## src/rtl/usbh_sts_pkg.sv

```systemverilog
package usbh_sts_pkg;
  localparam int unsigned REG_W   = 32;
  localparam int unsigned FRI_BIT = 3;
  localparam int unsigned SEI_BIT = 4;
  localparam int unsigned AAI_BIT = 5;
  localparam int unsigned SRI_BIT = 7;
  localparam int unsigned HCH_BIT = 12;
  localparam int unsigned RCL_BIT = 13;
  localparam int unsigned PS_BIT  = 14;
  localparam int unsigned AS_BIT  = 15;

  typedef enum logic [1:0] {
    FL_1024 = 2'd0,
    FL_512  = 2'd1,
    FL_256  = 2'd2,
    FL_256B = 2'd3
  } fl_size_e;

  // index bit whose toggle marks a list wrap
  function automatic int unsigned roll_pos(input logic [1:0] code, input int unsigned idx_w);
    case (fl_size_e'(code))
      FL_1024: roll_pos = idx_w - 1;
      FL_512:  roll_pos = idx_w - 2;
      default: roll_pos = idx_w - 3;
    endcase
  endfunction
endpackage

```

## src/rtl/usbh_uframe_timer.sv

```systemverilog
module usbh_uframe_timer #(
  parameter int unsigned CLK_DIV = 7500
) (
  input  logic clk_i,
  input  logic rst_ni,
  output logic tick_o
);
  localparam int unsigned CNT_W = (CLK_DIV > 1) ? $clog2(CLK_DIV) : 1;
  localparam logic [CNT_W-1:0] LAST = CNT_W'(CLK_DIV - 1);

  logic [CNT_W-1:0] cnt_q;

  assign tick_o = (cnt_q == LAST);

  always_ff @(posedge clk_i or negedge rst_ni) begin
    if (!rst_ni)     cnt_q <= '0;
    else if (tick_o) cnt_q <= '0;
    else             cnt_q <= cnt_q + 1'b1;
  end


  tick_gap_chk: assert property (@(posedge clk_i) disable iff (!rst_ni)
    (tick_o && CLK_DIV > 1) |=> !tick_o);
endmodule

```

## src/rtl/usbh_frame_index.sv

```systemverilog
module usbh_frame_index
  import usbh_sts_pkg::*;
#(
  parameter int unsigned IDX_W = 14
) (
  input  logic             clk_i,
  input  logic             rst_ni,
  input  logic             adv_i,
  input  logic [1:0]       fl_size_i,
  output logic [IDX_W-1:0] idx_o,
  output logic             roll_o
);
  localparam int unsigned POS_W = $clog2(IDX_W);

  logic [IDX_W-1:0] idx_q, idx_nxt;
  logic [POS_W-1:0] pos;

  assign idx_nxt = idx_q + 1'b1;
  assign pos     = POS_W'(roll_pos(fl_size_i, IDX_W));
  assign roll_o  = adv_i & (idx_q[pos] ^ idx_nxt[pos]);
  assign idx_o   = idx_q;

  always_ff @(posedge clk_i or negedge rst_ni) begin
    if (!rst_ni)    idx_q <= '0;
    else if (adv_i) idx_q <= idx_nxt;
  end


  idx_hold_chk: assert property (@(posedge clk_i) disable iff (!rst_ni)
    !adv_i |=> $stable(idx_o));
endmodule

```

## src/rtl/usbh_sched_state.sv

```systemverilog
module usbh_sched_state (
  input  logic clk_i,
  input  logic rst_ni,
  input  logic tick_i,
  input  logic run_stop_i,
  input  logic err_halt_i,
  input  logic async_en_i,
  input  logic periodic_en_i,
  output logic halted_o,
  output logic as_o,
  output logic ps_o
);
  localparam int unsigned N_SCHED = 2;

  logic [N_SCHED-1:0] en, sts_q;
  logic hch_q, lock_q;

  assign en = {async_en_i, periodic_en_i};

  for (genvar g = 0; g < N_SCHED; g++) begin : g_sched
    always_ff @(posedge clk_i or negedge rst_ni) begin
      if (!rst_ni)     sts_q[g] <= 1'b0;
      else if (tick_i) sts_q[g] <= en[g];
    end
  end

  // error latch holds the halt until run/stop is seen low
  always_ff @(posedge clk_i or negedge rst_ni) begin
    if (!rst_ni)          lock_q <= 1'b0;
    else if (err_halt_i)  lock_q <= 1'b1;
    else if (!run_stop_i) lock_q <= 1'b0;
  end

  always_ff @(posedge clk_i or negedge rst_ni) begin
    if (!rst_ni)                     hch_q <= 1'b1;
    else if (err_halt_i)             hch_q <= 1'b1;
    else if (run_stop_i && !lock_q)  hch_q <= 1'b0;
    else if (!run_stop_i && tick_i)  hch_q <= 1'b1;
  end

  assign halted_o = hch_q;
  assign as_o     = sts_q[1];
  assign ps_o     = sts_q[0];


  run_clr_chk: assert property (@(posedge clk_i) disable iff (!rst_ni)
    (run_stop_i && !lock_q && !err_halt_i) |=> !halted_o);

  stop_wait_chk: assert property (@(posedge clk_i) disable iff (!rst_ni)
    (!run_stop_i && !tick_i && !err_halt_i && !halted_o) |=> !halted_o);

  err_halt_chk: assert property (@(posedge clk_i) disable iff (!rst_ni)
    err_halt_i |=> halted_o);

  sched_hold_chk: assert property (@(posedge clk_i) disable iff (!rst_ni)
    !tick_i |=> ($stable(as_o) && $stable(ps_o)));
endmodule

```

## src/rtl/usbh_status_unit.sv

```systemverilog
module usbh_status_unit
  import usbh_sts_pkg::*;
#(
  parameter int unsigned CLK_DIV = 7500,
  parameter int unsigned IDX_W   = 14
) (
  input  logic             clk_i,
  input  logic             rst_ni,
  input  logic             run_stop_i,
  input  logic             async_en_i,
  input  logic             periodic_en_i,
  input  logic [1:0]       fl_size_i,
  input  logic             doorbell_i,
  input  logic             adv_done_i,
  input  logic             async_empty_i,
  input  logic             err_halt_i,
  input  logic             wr_i,
  input  logic [REG_W-1:0] wr_data_i,
  input  logic [REG_W-1:0] intr_en_i,
  output logic [REG_W-1:0] rd_data_o,
  output logic [IDX_W-1:0] frame_idx_o,
  output logic             irq_o
);
  localparam int unsigned N_W1C = 3;
  localparam int unsigned W1C_POS [N_W1C] = '{FRI_BIT, AAI_BIT, SRI_BIT};
  localparam logic [REG_W-1:0] W1C_MASK =
    (REG_W'(1) << FRI_BIT) | (REG_W'(1) << AAI_BIT) | (REG_W'(1) << SRI_BIT);

  logic tick, halted, as_sts, ps_sts, adv, roll;
  logic armed_q, rcl_q;
  logic [N_W1C-1:0] w1c_set, w1c_q;
  logic unused_wdata;

  usbh_uframe_timer #(.CLK_DIV(CLK_DIV)) u_timer (
    .clk_i  (clk_i),
    .rst_ni (rst_ni),
    .tick_o (tick)
  );

  usbh_sched_state u_sched (
    .clk_i         (clk_i),
    .rst_ni        (rst_ni),
    .tick_i        (tick),
    .run_stop_i    (run_stop_i),
    .err_halt_i    (err_halt_i),
    .async_en_i    (async_en_i),
    .periodic_en_i (periodic_en_i),
    .halted_o      (halted),
    .as_o          (as_sts),
    .ps_o          (ps_sts)
  );

  assign adv = tick & run_stop_i & ~halted;

  usbh_frame_index #(.IDX_W(IDX_W)) u_fidx (
    .clk_i     (clk_i),
    .rst_ni    (rst_ni),
    .adv_i     (adv),
    .fl_size_i (fl_size_i),
    .idx_o     (frame_idx_o),
    .roll_o    (roll)
  );

  // doorbell arms one advance report
  always_ff @(posedge clk_i or negedge rst_ni) begin
    if (!rst_ni)         armed_q <= 1'b0;
    else if (doorbell_i) armed_q <= 1'b1;
    else if (adv_done_i) armed_q <= 1'b0;
  end

  always_ff @(posedge clk_i or negedge rst_ni) begin
    if (!rst_ni)            rcl_q <= 1'b0;
    else if (async_empty_i) rcl_q <= 1'b1;
    else if (tick)          rcl_q <= 1'b0;
  end

  assign w1c_set[0] = roll;
  assign w1c_set[1] = adv_done_i & armed_q;
  assign w1c_set[2] = tick & ~halted;

  for (genvar g = 0; g < N_W1C; g++) begin : g_w1c
    logic clr;
    assign clr = wr_i & wr_data_i[W1C_POS[g]];
    always_ff @(posedge clk_i or negedge rst_ni) begin
      if (!rst_ni) w1c_q[g] <= 1'b0;
      else         w1c_q[g] <= w1c_set[g] | (w1c_q[g] & ~clr);
    end
  end

  always_comb begin
    rd_data_o          = '0;
    rd_data_o[FRI_BIT] = w1c_q[0];
    rd_data_o[AAI_BIT] = w1c_q[1];
    rd_data_o[SRI_BIT] = w1c_q[2];
    rd_data_o[HCH_BIT] = halted;
    rd_data_o[RCL_BIT] = rcl_q;
    rd_data_o[PS_BIT]  = ps_sts;
    rd_data_o[AS_BIT]  = as_sts;
  end

  assign irq_o = |(rd_data_o & intr_en_i & W1C_MASK);

  assign unused_wdata = ^wr_data_i;


  sof_set_chk: assert property (@(posedge clk_i) disable iff (!rst_ni)
    (tick && !halted) |=> rd_data_o[SRI_BIT]);

  aai_nobell_chk: assert property (@(posedge clk_i) disable iff (!rst_ni)
    (adv_done_i && !armed_q && !rd_data_o[AAI_BIT]) |=> !rd_data_o[AAI_BIT]);

  rcl_tick_chk: assert property (@(posedge clk_i) disable iff (!rst_ni)
    (tick && !async_empty_i) |=> !rd_data_o[RCL_BIT]);

  fri_set_chk: assert property (@(posedge clk_i) disable iff (!rst_ni)
    roll |=> rd_data_o[FRI_BIT]);

  w1c_clr_chk: assert property (@(posedge clk_i) disable iff (!rst_ni)
    (wr_i && wr_data_i[AAI_BIT] && !(adv_done_i && armed_q)) |=> !rd_data_o[AAI_BIT]);

  sei_zero_chk: assert property (@(posedge clk_i) disable iff (!rst_ni)
    $rose(wr_i) |=> !rd_data_o[SEI_BIT]);
endmodule

```

## config.mk

```make
export PLATFORM = sky130hd
export DESIGN_NAME = usbh_status_unit
export DESIGN_NICKNAME = d
export VERILOG_FILES = /design/src/rtl/usbh_sts_pkg.sv /design/src/rtl/usbh_uframe_timer.sv /design/src/rtl/usbh_frame_index.sv /design/src/rtl/usbh_sched_state.sv /design/src/rtl/usbh_status_unit.sv
export SDC_FILE = /design/constraint.sdc
export NUM_CORES = 1
export LEC_CHECK = 0
export ABC_CLOCK_PERIOD_IN_PS = 2600
export CELL_PAD_IN_SITES_DETAIL_PLACEMENT = 1
export CELL_PAD_IN_SITES_GLOBAL_PLACEMENT = 1
export CORE_MARGIN = 2
export CORE_UTILIZATION = 44
export DETAILED_ROUTE_END_ITERATION = 7
export DONT_BUFFER_PORTS = 1
export PLACE_DENSITY_LB_ADDON = 0.1
export SLEW_MARGIN = 20
export SYNTH_ARGS = -nofsm -noshare
export SYNTH_HDL_FRONTEND = slang
export SYNTH_HIERARCHICAL = 1
export SYNTH_SLANG_ARGS = --single-unit
```

## constraint.sdc

```tcl
create_clock -name clk_i -period 2.6 [get_ports clk_i]
set_input_delay 0.52 -clock clk_i [delete_from_list [all_inputs] [get_ports clk_i]]
set_output_delay 0.52 -clock clk_i [all_outputs]
set_load 0.01 [all_outputs]
```

== Word-level counts from Yosys, hierarchy flattened ==
Index checks and enable logic that the tools add are counted.

* $add $sub $neg: 2
* Equality and inequality tests: 3
* Bitwise logic cells: 20
* Multiplexer cells: 15
* Reduce and logical (&&, ||, !) cells: 9
* $lt $le $gt $ge: 1

{| class="wikitable"
|+ Operators by type and width
! operator !! count
|-
| adder 14 x 1 -> 14 bit, second input constant || 1
|-
| adder 13 x 1 -> 13 bit, second input constant || 1
|-
| == test 13 bit, second input constant || 1
|-
| 2-to-1 mux 13 bit || 1
|-
| bitwise AND 1 bit || 11
|-
| 2-to-1 mux 1 bit || 11
|-
| bitwise AND 8 bit || 1
|-
| binary-select mux 1 bit (select 4 bit) || 2
|-
| case mux 3 bit (2 select lines) || 1
|-
| less-than comparator 4 x 5 -> 1 bit, second input constant || 1
|-
| inverter 1 bit || 4
|-
| nonzero test 2 bit || 2
|-
| OR 1 bit || 3
|-
| nonzero test 3 bit || 1
|-
| OR reduction 3 bit || 1
|-
| == test 2 x 1 -> 1 bit, second input constant || 1
|-
| logical AND 1 bit || 2
|-
| zero test 1 bit || 2
|-
| zero test 2 bit || 1
|-
| != test 2 x 1 -> 1 bit, second input constant || 1
|-
| XOR 1 bit || 1
|}

* Register bits: 36
* Logic and storage cells: 61

== Logic depth before layout (Yosys ltp) ==
* Depth in word-level cells: 7
* Mapped depth: 8

== Cells and area by module ==
Netlist, hierarchy kept.

{| class="wikitable"
|+ By module, submodules not included
! module !! instances !! cells each !! area an instance (um^2) !! seq. area each (um^2)
|-
| usbh_frame_index || 1 || 73 || 753.2 || 350.3
|-
| usbh_uframe_timer || 1 || 58 || 621.8 || 325.3
|-
| usbh_status_unit || 1 || 49 || 429.2 || 125.1
|-
| usbh_sched_state || 1 || 12 || 150.1 || 101.3
|}

== Least setup slack after synthesis ==
Ideal clock, no wire load.

* Kind: flip-flop to flip-flop
* Start: register u_timer.cnt_q[4]
* End: register u_fidx.idx_q[1] (netlist: u_fidx/idx_o[1])
* Slack: 0.239 ns
* Stages on the path, launching flop included: 6
* Setup time: 0.125 ns
* Data arrival time: 2.236 ns
* Required time: 2.475 ns
* Clock period less this slack: 2.361 ns
* Cell sequence: dfrtp_1 > or4b_1 > nor3_4 > and3_1 > clkbuf_1 > mux2_2

* Longest elaborated chain between the ends: 3

{| class="wikitable"
|+ Ends and longest elaborated chain
! what !! RTL line !! source
|-
| from (decl) || usbh_uframe_timer.sv:11 || <nowiki>logic [CNT_W-1:0] cnt_q;</nowiki>
|-
| from (signal assigned) || usbh_uframe_timer.sv:18 || <nowiki>else cnt_q <= cnt_q + 1'b1;</nowiki>
|-
| == test 13 bit || usbh_uframe_timer.sv:13 || <nowiki>assign tick_o = (cnt_q == LAST);</nowiki>
|-
| net tick || usbh_status_unit.sv:29 || <nowiki>logic tick, halted, as_sts, ps_sts, adv, roll;</nowiki>
|-
| bitwise AND 1 bit (2 in series) || usbh_status_unit.sv:53 || <nowiki>assign adv = tick & run_stop_i & ~halted;</nowiki>
|-
| net adv || usbh_status_unit.sv:29 ||
|-
| to (signal assigned) || usbh_frame_index.sv:25 || <nowiki>else if (adv_i) idx_q <= idx_nxt;</nowiki>
|-
| to (decl) || usbh_frame_index.sv:15 || <nowiki>logic [IDX_W-1:0] idx_q, idx_nxt;</nowiki>
|}

The timed path passes the listed nets, and every way through them passes these cells.
A chain may end at the register's enable or synchronous reset.

== Final worst setup path ==
* Start: register u_timer.cnt_q[4]
* End: register u_fidx.idx_q[12] (netlist: u_fidx/idx_o[12])

Same word-level chain as after synthesis.

==> metrics.md <==
| Metric | Value |
|---|---|
| CTS tree | `done` |
| Slew Limit Fails | `0` |
| GP Congestion | `0.7372` |
| Worst-path fanout max | `7` |
| Max Cap Viol | `0` |
| Area grow syn2layout | `6.530%` |
| Die Height | `70.65 µm` |
| CTS buffer count | `5` |
| GRT Total Usage | `17.59%` |
| Post-synth top area share | `44.81%` |
| Maximum VDD drop | `0.3219 mV` |
| Total power | `1.302 mW` |
| Core area | `4324 µm²` |
| Fill cells | `489` |
| First-pass GRT wire length | `6.824 mm` |
| Net Sw Frac | `18.80%` |
| Boundary Pins | `123` |
| Commonest non-fill, non-tap cell in the layout | `dfrtp_1` |
| Busiest grt layer | `met2` |
| DRT antenna net count | `0` |
| N_diodes | `0` |
| CP arrival | `2.41 ns` |
| Post-synth EDFFs | `0` |
| Register-to-register setup slack | `0.39 ns` |
| Post-Route WL | `3.939 mm` |
| PwrDens | `625.5 nW/µm²` |
| Clk_skew | `0.004912 ns` |
| Worst-path clk slew | `0.07 ns` |
| Vias in the first global route | `1460` |
| Avg Synthesized Cell Area | `10.18 µm²` |
| Wire per inst | `15.82 µm` |
| Starting density of the core | `45.20%` |
| Setup crit end kind | `flip-flop` |
| Worst flop-to-flop path endpoint | `u_fidx/idx_o[12]` |
| Post-CTS Setup Bufs | `0` |
| Worst skew pair latency | `0.29 ns` |
| Total Die Area | `4991 µm²` |
| Clock network power share | `52.4%` |
| Seq pwr share | `44.0%` |
| H-tree levels | `2` |
| Row cnt | `24` |
| Post-synth top area cell | `dfrtp_1` |
| Post-synth top flop | `dfrtp_1` |
| Area of the mapped netlist | `1954 µm²` |
| Met1 Usage GRT | `19.58%` |
| Worst-case clock buffer depth | `2` |
| Logic pwr share | `3.6%` |
| DRT iter0 DRCs | `42` |
| Layout cells sized above 1 | `10.66%` |
| Crit path kind | `reg2reg` |
| Hold crit path type | `in2async` |
| Largest net degree at the start of global routing | `36` |
| Async S/R FF share, synth | `100.0%` |
| Fmax | `452.2 MHz` |
| Mapped Cells | `192` |
| Flops & latches, synth | `36` |
| CP Launch Type | `flip-flop` |
| Post-layout nets | `274` |
| DIE WIDTH | `70.65 µm` |
| Setup TNS | `0 ns` |
| CP required | `2.80 ns` |
| Synth top area cells | `dfrtp_1 45%, buf_4 11%, xnor2_1 4.9%, xor2_1 4.5%, nand2_1 3.5%` |
| Worst R2R Start | `u_timer/cnt_q[4]` |
| M3 GR Usage | `6.695%` |
| Synth warn | `6` |
| Met2 GRT Util | `30.82%` |
| Dpl hpwl | `2.911 mm` |
| Tmin final | `2.211 ns` |
| Port bufs | `0` |
| Sequential area share after synthesis | `46.16%` |
| Commonest cells after routing, fill and taps aside | `35 x dfrtp_1, 25 x conb_1, 18 x nand2_1, 11 x xnor2_1` |
| Clk root buf | `clkbuf_8` |
| Sw power | `244.9 µW` |
| RSZ-0062 raised after global routing | `no` |
| TritonCTS Sinks | `36` |
| DR pass1 iterations | `4` |
| Pleak | `0.9787 nW` |
| Initial antenna violation count | `0` |
| Worst reg2reg path depth | `6` |
| Final period utilization | `85.05%` |
| Hold Violations, Final | `0` |
| Drc violations | `0` |
| Via count | `1348` |
| Final setup vio count | `0` |
| Grt ovf | `0` |
| P_int | `1.057 mW` |
| Netlist cell types | `39` |
| Vias/cell | `5.414` |
| Status | `finished clean` |
registers in the layout, indices dropped and copies added (netlist names):
register          flops
rcl_q                 1
u_sched/lock_q        1
u_sched/as_o          1
u_sched/ps_o          1
rd_data_o             3
u_sched/halted_o      1
armed_q               1
u_fidx/idx_o         14
u_timer/cnt_q        13
cell type report:
| cell class | count | area (µm²) | share of cell area (%) |
|---|---|---|---|
| Clock buffer | 5 | 68.82 | 3.305 |
| Timing Repair Buffer | 3 | 35.03 | 1.683 |
| Multi-Input combinational cell | 143 | 894.6 | 42.97 |
| Clock inverter | 3 | 90.09 | 4.327 |
| Inverter | 7 | 26.28 | 1.262 |
| Tap cell | 52 | 65.06 | 3.125 |
| Sequential cell | 36 | 902.1 | 43.33 |
cell usage after synthesis, types with 3 or more instances:
master,instances
nand3_1,7
buf_4,29
and2_1,3
nor3_1,4
mux2_2,3
or4_1,3
xor2_1,10
nand2_1,18
a21o_1,3
xnor2_1,11
a21oi_1,6
inv_1,7
dfrtp_1,35
or3_1,3
nor2_1,10
o21ai_0,3
nand4_1,9
power by group through the flow:
stage | registers [mW] | logic [mW] | clock network [mW]
6_report | 0.573 | 0.0463 | 0.683
5_1_grt | 0.574 | 0.0529 | 0.727
4_1_cts | 0.573 | 0.0464 | 0.704
3_5_place_dp | 0.584 | 0.0317 | 0
3_3_place_gp | 0.584 | 0.0304 | 0
2_1_floorplan | 0.582 | 0.0603 | 0
through the flow:
step           std cells  hold slack, ns  setup WS, ns  instance area [µm²]  utilization (%)
3_3_place_gp         240          0.2253        0.4313                 1903            44.01
4_1_cts              249         0.05318        0.3587                 2082            48.15
3_5_place_dp         240          0.2256        0.3664                 1903            44.01
5_1_grt              249         0.04801        0.2008                 2082            48.15
2_1_floorplan        216          0.2244        0.2393                 2044                -
6_report             249         0.05858        0.3888                 2082            48.15
cell families (layout without fill, tap and decap cells):
| logic type | count (synthesis) | after routing | synth area share [%] |
|---|---|---|---|
| simple gates | 70 | 70 | 20.74 |
| buf+inv | 37 | 18 | 12.68 |
| flops | 36 | 36 | 46.16 |
| compound gates | 21 | 21 | 7.298 |
| xor+xnor | 21 | 21 | 9.411 |
| mux | 4 | 4 | 2.241 |
| fa+ha+maj | 2 | 2 | 1.280 |
| other cells | 1 | 25 | 0.1919 |
worst max-delay path: stages, from the launching register on:
cell and delay, ns:
dfrtp_1 0.45, or4b_1 0.59, nor3_4 0.15, and3_1 0.33
nand3_1 0.24, nor2_1 0.18, xor2_1 0.19
what timing repair did:
item,in CTS,in global routing
gates resized for setup,0,0
hold buffers,1,0
hold endpoints to repair,35,0
per-layer routing:
layer | share of wire (%) | vias up
li1 | - | 622
met1 | 40 | 668
met2 | 51 | 53
met3 | 6.9 | 5
met4 | 1.3 | 0
met5 | 0 | -
how the worst max path moves through the flow:
| stage | slack [ns] | to | start | cells after the start |
|---|---|---|---|---|
| detailed placement | 0.37 | u_fidx/idx_o[12] | u_timer/cnt_q[4] | 6 |
| CTS | 0.36 | u_fidx/idx_o[12] | u_timer/cnt_q[4] | 6 |
| global placement | 0.43 | u_fidx/idx_o[12] | u_timer/cnt_q[4] | 6 |
| finish | 0.39 | u_fidx/idx_o[12] | u_timer/cnt_q[4] | 6 |
| global route | 0.20 | u_fidx/idx_o[12] | u_timer/cnt_q[4] | 6 |
| floorplan | 0.24 | u_fidx/idx_o[1] | u_timer/cnt_q[4] | 5 |
(Power assumes the default switching activity.)
